===== src/rtl/wdt_regfront.sv =====
module wdt_regfront #(
  parameter int PRELOAD_W = 20,
  parameter int ADDR_W    = 8,
  parameter int DATA_W    = 32
) (
  input  logic                 clk,
  input  logic                 rst_n,
  input  logic                 bus_valid,
  input  logic                 bus_write,
  input  logic                 bus_cfg,
  input  logic [ADDR_W-1:0]    bus_addr,
  input  logic [1:0]           bus_size,
  input  logic [DATA_W-1:0]    bus_wdata,
  output logic [DATA_W-1:0]    bus_rdata,
  input  logic                 prev_timeout,
  output logic [PRELOAD_W-1:0] stage1_preload,
  output logic [PRELOAD_W-1:0] stage2_preload,
  output logic                 kick,
  output logic                 flag_clr,
  output logic                 reboot_en,
  output logic                 fast_clk,
  output logic [1:0]           int_type,
  output logic                 wd_enable,
  output logic                 free_run,
  output logic                 wd_locked
);
  localparam logic [1:0] SZ1 = 2'd0, SZ2 = 2'd1, SZ4 = 2'd2;
  localparam logic [ADDR_W-1:0] OFS_T1 = ADDR_W'('h00), OFS_T2 = ADDR_W'('h04),
                                OFS_KEY = ADDR_W'('h0C), OFS_CFG = ADDR_W'('h60),
                                OFS_LCK = ADDR_W'('h68);
  localparam logic [DATA_W-1:0] KEY_A = DATA_W'('h80), KEY_B = DATA_W'('h86);

  typedef enum logic [1:0] {LK_IDLE, LK_ARMED, LK_OPEN} lk_t;
  lk_t ust;
  logic reboot_dis;
  logic [DATA_W-1:0] rd_mux;

  wire mem_wr  = bus_valid && bus_write && !bus_cfg;
  wire cfg_wr  = bus_valid && bus_write && bus_cfg;
  wire hit_key = bus_addr == OFS_KEY;
  wire is_a    = hit_key && bus_wdata == KEY_A;
  wire is_b    = hit_key && bus_wdata == KEY_B && ust == LK_ARMED;

  assign reboot_en = !reboot_dis;

  always_comb begin
    rd_mux = '0;
    if (bus_cfg) begin
      if (bus_addr == OFS_CFG && bus_size == SZ2) begin
        rd_mux[5]   = reboot_dis;
        rd_mux[2]   = fast_clk;
        rd_mux[1:0] = int_type;
      end else if (bus_addr == OFS_LCK && bus_size == SZ1) begin
        rd_mux[2] = free_run;
        rd_mux[1] = wd_enable;
        rd_mux[0] = wd_locked;
      end
    end else if (hit_key && bus_size == SZ2 && prev_timeout) begin
      rd_mux = DATA_W'('h1200);
    end
  end

  always_ff @(posedge clk) begin
    if (!rst_n) begin
      ust            <= LK_IDLE;
      stage1_preload <= '1;
      stage2_preload <= '1;
      kick           <= 1'b0;
      flag_clr       <= 1'b0;
      reboot_dis     <= 1'b0;
      fast_clk       <= 1'b0;
      int_type       <= '0;
      wd_enable      <= 1'b0;
      free_run       <= 1'b0;
      wd_locked      <= 1'b0;
      bus_rdata      <= '0;
    end else begin
      kick     <= 1'b0;
      flag_clr <= 1'b0;
      if (mem_wr) begin
        if (is_a) ust <= LK_ARMED;
        else if (is_b) ust <= LK_OPEN;
        else if (ust == LK_OPEN) begin
          ust <= LK_IDLE;
          if (bus_size == SZ4 && bus_addr == OFS_T1) stage1_preload <= bus_wdata[PRELOAD_W-1:0];
          if (bus_size == SZ4 && bus_addr == OFS_T2) stage2_preload <= bus_wdata[PRELOAD_W-1:0];
          if (bus_size == SZ2 && hit_key) begin
            kick     <= bus_wdata[8];
            flag_clr <= bus_wdata[9] | bus_wdata[12];
          end
        end
      end
      if (cfg_wr && bus_addr == OFS_CFG && bus_size == SZ2) begin
        reboot_dis <= bus_wdata[5];
        fast_clk   <= bus_wdata[2];
        int_type   <= bus_wdata[1:0];
      end
      if (cfg_wr && bus_addr == OFS_LCK && bus_size == SZ1 && !wd_locked) begin
        wd_locked <= bus_wdata[0];
        wd_enable <= bus_wdata[1];
        free_run  <= bus_wdata[2];
      end
      if (bus_valid && !bus_write) bus_rdata <= rd_mux;
    end
  end

  // pulses only follow an open unlock and cannot repeat back to back
  assert_kick_needs_open_R7: assert property (@(posedge clk) disable iff (!rst_n)
    (kick || flag_clr) |-> $past(ust) == LK_OPEN);
  assert_pulse_single_R4: assert property (@(posedge clk) disable iff (!rst_n)
    kick |=> !kick);
  // preloads move only through an open unlock
  assert_preload_guarded_R3: assert property (@(posedge clk) disable iff (!rst_n)
    !($stable(stage1_preload) && $stable(stage2_preload)) |-> $past(ust) == LK_OPEN);
  // lock is sticky and freezes its siblings
  assert_lock_sticky_R10: assert property (@(posedge clk) disable iff (!rst_n)
    wd_locked |=> wd_locked && $stable({wd_enable, free_run}));
  // the open state is entered only from the armed state
  assert_open_from_armed_R5: assert property (@(posedge clk) disable iff (!rst_n)
    $rose(ust == LK_OPEN) |-> $past(ust) == LK_ARMED);
endmodule


===== config.mk =====
export PLATFORM = sky130hd
export DESIGN_NAME = wdt_regfront
export DESIGN_NICKNAME = d
export VERILOG_FILES = /design/src/rtl/wdt_regfront.sv
export SDC_FILE = /design/constraint.sdc
export NUM_CORES = 1
export LEC_CHECK = 0
export BUFFER_PORTS_ARGS = -buffer_cell sky130_fd_sc_hd__buf_2
export CORE_UTILIZATION = 30
export DETAILED_ROUTE_END_ITERATION = 10
export SLEW_MARGIN = 10
export SYNTH_ARGS = -nofsm -noshare
export SYNTH_HDL_FRONTEND = slang
export SYNTH_SLANG_ARGS = --single-unit

===== constraint.sdc =====
create_clock -name clk -period 2.6 [get_ports clk]
set_input_delay 0 -clock clk [delete_from_list [all_inputs] [get_ports clk]]
set_output_delay 0 -clock clk [all_outputs]
set_load 0.02 [all_outputs]

==> results of run 1 <==
## cells by family (layout without fill, tap and decap cells)
logic type / count (synthesis) / in the layout / share of synthesized area
other cells: 1 / 26 / 0.001286
flops: 56 / 56 / 0.3844
mux: 2 / 2 / 0.006864
simple gates: 163 / 163 / 0.3441
compound gates: 60 / 60 / 0.1441
buf+inv: 61 / 123 / 0.1193
## final timing paths
| check | startpoint | end | slack (ns) | depth (start not counted) |
|---|---|---|---|---|
| max | bus_wdata[0] | ust[0] | 0.74 | 6 |
| min | bus_wdata[12] | flag_clr | 0.02 | 3 |
| max reg2reg | ust[0] | stage1_preload[5] | 0.81 | 5 |
| min reg2reg | bus_rdata[1] | bus_rdata[1] | 0.47 | 2 |
## state kept, by name (all words and copies together), names as in the netlist
register,cells
ust,2
stage1_preload,20
wd_locked,1
fast_clk,1
wd_enable,1
bus_rdata,5
int_type,2
free_run,1
flag_clr,1
reboot_dis,1
kick,1
stage2_preload,20
## area by class of cell
| type | count | area (µm²) |
|---|---|---|
| timing repair buffer | 110 | 580.6 |
| clock inverter | 3 | 22.52 |
| fill | 982 | 5811 |
| inverter | 5 | 18.77 |
| clock buffer | 5 | 68.82 |
| multi-input combinational | 251 | 1544 |
| sequential | 56 | 1121 |
| tap | 129 | 161.4 |
## layout by cell type (no fill, tap or decap), drive strengths merged
cell / instances
or2: 1
or3: 18
and4b: 1
a32oi: 1
nand2b: 2
clkbuf: 5
inv: 5
nand2: 28
o22ai: 2
o21ai: 4
clkinv: 3
nor3: 5
a21oi: 8
a21o: 3
or4: 5
nor4bb: 1
nand4b: 1
conb: 26
and4: 1
buf: 106
nand3: 53
nand3b: 1
nor2b: 3
nand4: 6
or4b: 18
nor4: 7
mux2i: 2
o21a: 1
and4bb: 1
dlygate4sd3: 4
nor2: 5
and2: 3
dfxtp: 56
a2111oi: 1
nor3b: 2
nor4b: 1
o31ai: 40
## report_power, final
part | internal [mW] | switching [mW]
sequential | 0.857 | 0.0000108
clock | 0.194 | 0.306
combinational | 0.0484 | 0.136
## Yosys cell counts, types with 2 or more instances
cell type  count
and2_1         3
nor3_1         4
clkbuf_1      25
nand2_1       28
o31ai_1       40
mux2i_1        2
nand2b_1       2
a21oi_1        8
nor2_1         5
nand3_1       53
buf_6          2
buf_4         27
or3_1         18
nor2b_1        3
buf_2          2
o22ai_1        2
or4b_1        18
inv_1          4
a21o_1         3
nor4_1         6
o21ai_0        4
nand4_1        5
or4_1          5
dfxtp_1       56
## metal layers
metal	vias to the layer above	wire length [µm]	part of all wire
met4	0	106	0.012
met2	106	3889	0.45
met5	-	0	0
li1	1404	-	-
met1	1364	3871	0.45
met3	8	750	0.087
## worst reg2reg max path, stage by stage (launching register included)
cell	delay, ns
dfxtp_1	0.35
nor3b_2	0.27
nand4_4	0.11
buf_4	0.34
or4b_1	0.56
nand3_1	0.10
==> flow_metrics.tcl, run 1 <==
set metrics [dict create \
    status "finished clean" \
    cp_slowest_cell "or4_1" \
    setup_viol_count_final 0 \
    grtUsageMet2 0.2566 \
    use_met3 0.04646 \
    grt_util_all_layers 0.1722 \
    rsz0062_at_grt "no" \
    ir_drop_v 0.0002552 \
    htree_levels 2 \
    vias 2882 \
    floorplan.rows 35 \
    cts_tree "built" \
    wl_um 8618 \
    critPathBufInv 2 \
    synth_warnings 0 \
    finish.instance_area_um2 3517 \
    clock_path_buffers 2 \
    dp.cells 547 \
    max_slew_margin 0.5329 \
    synth_flop_cell "dfxtp_1" \
    slew_viol_final 0 \
    initial_core_util 0.3127 \
    synth-seq-cells 56 \
    synth_area_um2 2917 \
    postCtsSetupRepairBufs 0 \
    design.core.area_um2 9328 \
    postPlaceCellArea_um2 3386 \
    hold_ws_ns 0.01732 \
    viasPerCell 5.156 \
    wl_per_cell_um 15.42 \
    clk_pin_slew_worst_paths_ns 0.11 \
    drive_above_1_share 0.2814 \
    ys_types 42 \
    io_pins 129 \
    worstMarginPinSlew_ns 0.6999 \
    port_buffers 102 \
    grt_pass1_vias 2587 \
    grt_max_degree 81 \
    dr.pass1.iters 4 \
    syn-instance-count 343 \
    timing.final.crit_share 0.7164 \
    drt.antenna.violating_nets 0 \
    place_hpwl_um 6124 \
    stdcell_count 559 \
    cts_buffers 5 \
    yosysTopAreaCellShare 0.3844 \
    cp_data_required_time_ns 2.84 \
    syn2layout_area_growth_pct 20.59 \
    clock_sinks 56 \
    gp_congestion 0.8403 \
    finClkSkew_ns 0.01376 \
    cts-resized-gates 0 \
    cpLargestDelayFamily "simple AND/OR/NAND/NOR gates" \
    grt_antenna_before_repair 0 \
    die_y_um 100.6 \
    antennaDiodeCount 0 \
    crit_chain "dlygate4sd3_1 -> buf_2 -> nor4_1 -> nand4_1 -> or4_1 -> o22ai_1" \
    yosysSeqAreaShare 0.3844 \
    synth_top_area_cell "dfxtp_1" \
    total_leakage_power_nw 1.275 \
    clk_latency_ns 0.32 \
    avgSynthCellArea_um2 8.503 \
    tns_ns 0 \
    crit_type "in -> reg" \
    hold_buffers 4 \
    grt.busiest_layer "met2" \
    die_w_um 100.6 \
    place_ws_ns 0.8399 \
    worst_hold_path_type "in -> reg" \
    max_freq_mhz 536.9 \
    grt_first_pass_wirelength_um 13740 \
    power.density_nw_per_um2 438.3 \
    cts-root-buf "clkbuf_8" \
    fin_crit_ns 1.863 \
    drt_iter0_drc 190 \
    critPathArrivalTime_ns 2.10 \
    ys_async_sr_fraction 0 \
    cpPeakStageDelay_ns 0.58 \
    synth_area_leaders "dfxtp_1, o31ai_1, nand3_1" \
    grt_overflow 0 \
    worst_slack_ns 0.7375 \
    finalHoldViolations 0 \
    synth-edff-count 0 \
    cp-start-kind "primary input" \
    power_mw 1.541 \
    drc 0 \
    die_area_um2 10120 \
    utilization 0.3771 \
    nets 477 \
    use_met1 0.2405 \
    cap_violations 0 \
    endpoint_kind "flop" \
    cp_max_fo 3 \
]
(Power assumes the default switching activity.)
==> inputs of run 2 (changes only) <==
==> constraint.sdc (replaced) <==
create_clock -name clk -period 1.73 [get_ports clk]
set_input_delay 0 -clock clk [delete_from_list [all_inputs] [get_ports clk]]
set_output_delay 0 -clock clk [all_outputs]
set_load 0.02 [all_outputs]
==> flow_metrics.tcl, run 2 (synthesis results as in run 1) <==
set metrics [dict create \
    die_area_um2 10120 \
    grt_antenna_before_repair 0 \
    critPathBufInv 1 \
    critPathArrivalTime_ns 1.95 \
    cpLargestDelayFamily "simple AND/OR/NAND/NOR gates" \
    tns_ns 0 \
    switching_share 0.2863 \
    largestRegisters "stage1_preload x20, stage2_preload x20, bus_rdata x5" \
    place_hpwl_um 6028 \
    wl_um 8644 \
    endpoint_kind "flop" \
    crit_chain "nor3b_4 -> nand4_4 -> buf_12 -> or4b_1 -> nand3_1" \
    power_mw 2.333 \
    grt_overflow 0 \
    design.core.area_um2 9328 \
    use_met1 0.2361 \
    drt.antenna.violating_nets 0 \
    grt_util_all_layers 0.1693 \
    grt.busiest_layer "met2" \
    max_slew_margin 0.6584 \
    fin_crit_ns 1.701 \
    nets 481 \
    use_met3 0.04230 \
    comb_power_share 0.125 \
    clock_sinks 56 \
    dr.pass1.iters 5 \
    viasPerCell 5.023 \
    cp_num_cells 5 \
    clk_latency_ns 0.31 \
    clkPwrFrac 0.323 \
    cts_tree "built" \
    internal_power_mw 1.665 \
    regToRegStartpoint "ust[1]" \
    antennaDiodeCount 0 \
    initial_core_util 0.3127 \
    drc 0 \
    gp_congestion 0.7962 \
    max_freq_mhz 588.0 \
    io_pins 129 \
    drt_iter0_drc 177 \
    port_buffers 102 \
    htree_levels 2 \
    ff2ff_path_depth 5 \
    finalHoldViolations 0 \
    wl_per_cell_um 15.35 \
    worst_slack_ns 0.02937 \
    floorplan.rows 35 \
    hold_ws_ns 0.009168 \
    syn2layout_area_growth_pct 23.42 \
    cap_violations 0 \
    grt_pass1_vias 2555 \
    final_common_cell "buf_2" \
    rsz0062_at_grt "yes" \
    ir_drop_v 0.0003089 \
    cp_slowest_cell "or4b_1" \
    finClkSkew_ns 0.01194 \
    die_w_um 100.6 \
    grt_max_degree 81 \
    power.density_nw_per_um2 648.1 \
    seqPwrFrac 0.552 \
    cts-root-buf "clkbuf_8" \
    drive_above_1_share 0.2880 \
    slew_viol_final 0 \
    setup_viol_count_final 0 \
    cpPeakStageDelay_ns 0.55 \
    endpoint "stage1_preload[5]" \
    worstMarginPinSlew_ns 0.5123 \
    vias 2828 \
    place_ws_ns 0.07535 \
    cp-start-kind "flop" \
    worst_hold_path_type "in -> reg" \
    grt_first_pass_wirelength_um 13340 \
    cts_buffers 5 \
    status "finished clean" \
    crit_type "reg -> reg" \
    die_y_um 100.6 \
    clock_path_buffers 2 \
    r2r_slack_ns 0.03 \
    grtUsageMet2 0.2592 \
    crit_start "ust[1]" \
    cp_data_required_time_ns 1.98 \
    regToRegEndpoint "stage1_preload[5]" \
    timing.final.crit_share 0.9830 \
    cp_max_fo 80 \
    total_leakage_power_nw 1.311 \
    clk_pin_slew_worst_paths_ns 0.11 \
    p_switching_uw 668.0 \
    final_cell_mix "buf_2, dfxtp_1, nand3_1, o31ai_1, nand2_1" \
]
[run 2: timing repair]
action	in CTS	in global routing
resized for setup	0	2
setup endpoints to repair	0	17
buffers inserted	0	0
hold buffers	5	0
hold endpoints to repair	5	0
[run 2: power groups by stage]
stage	registers [mW]	logic, mW	clock network, mW
after floorplan	1.32	0.196	0
after global placement	1.32	0.276	0
after detailed placement	1.32	0.278	0
after CTS	1.29	0.287	0.778
after global routing	1.29	0.313	0.829
final	1.29	0.291	0.753
[run 2: worst min-delay path by stage]
stage | from | to | depth (start not counted)
after global placement | bus_wdata[0] | int_type[0] | 3
after global routing | bus_wdata[8] | kick | 3
final | bus_wdata[8] | kick | 3
after CTS | bus_wdata[8] | kick | 3
after floorplan | bus_wdata[12] | flag_clr | 2
after detailed placement | bus_wdata[9] | flag_clr | 3
[run 2: cell type report]
class                   count  area, µm²
clock buffers               5      68.82
clock inverters             3      22.52
fillers                   951       5728
inverters                   5      18.77
multi-input cells         251       1556
flip-flops and latches     56       1121
well taps                 129      161.4
repair buffers            114      650.6
[run 2: stage by stage]
step	util	cell area, µm²	cells
floorplan	-	3010	368
global placement	0.3694	3446	550
detailed placement	0.3694	3446	550
CTS	0.3846	3587	563
global route	0.3859	3600	563
finish	0.3859	3600	563
[run 2: per-layer routing]
| metal | wire [µm] | vias to the layer above |
|---|---|---|
| met5 | 0 | - |
| met4 | 115 | 0 |
| met3 | 588 | 8 |
| met2 | 3804 | 95 |
| met1 | 4136 | 1312 |
| li1 | - | 1413 |
[run 2: tightest hold or removal path, cell delays in order]
cell and delay (ns):
buf_2 0.12, inv_1 0.09, nor2_1 0.06
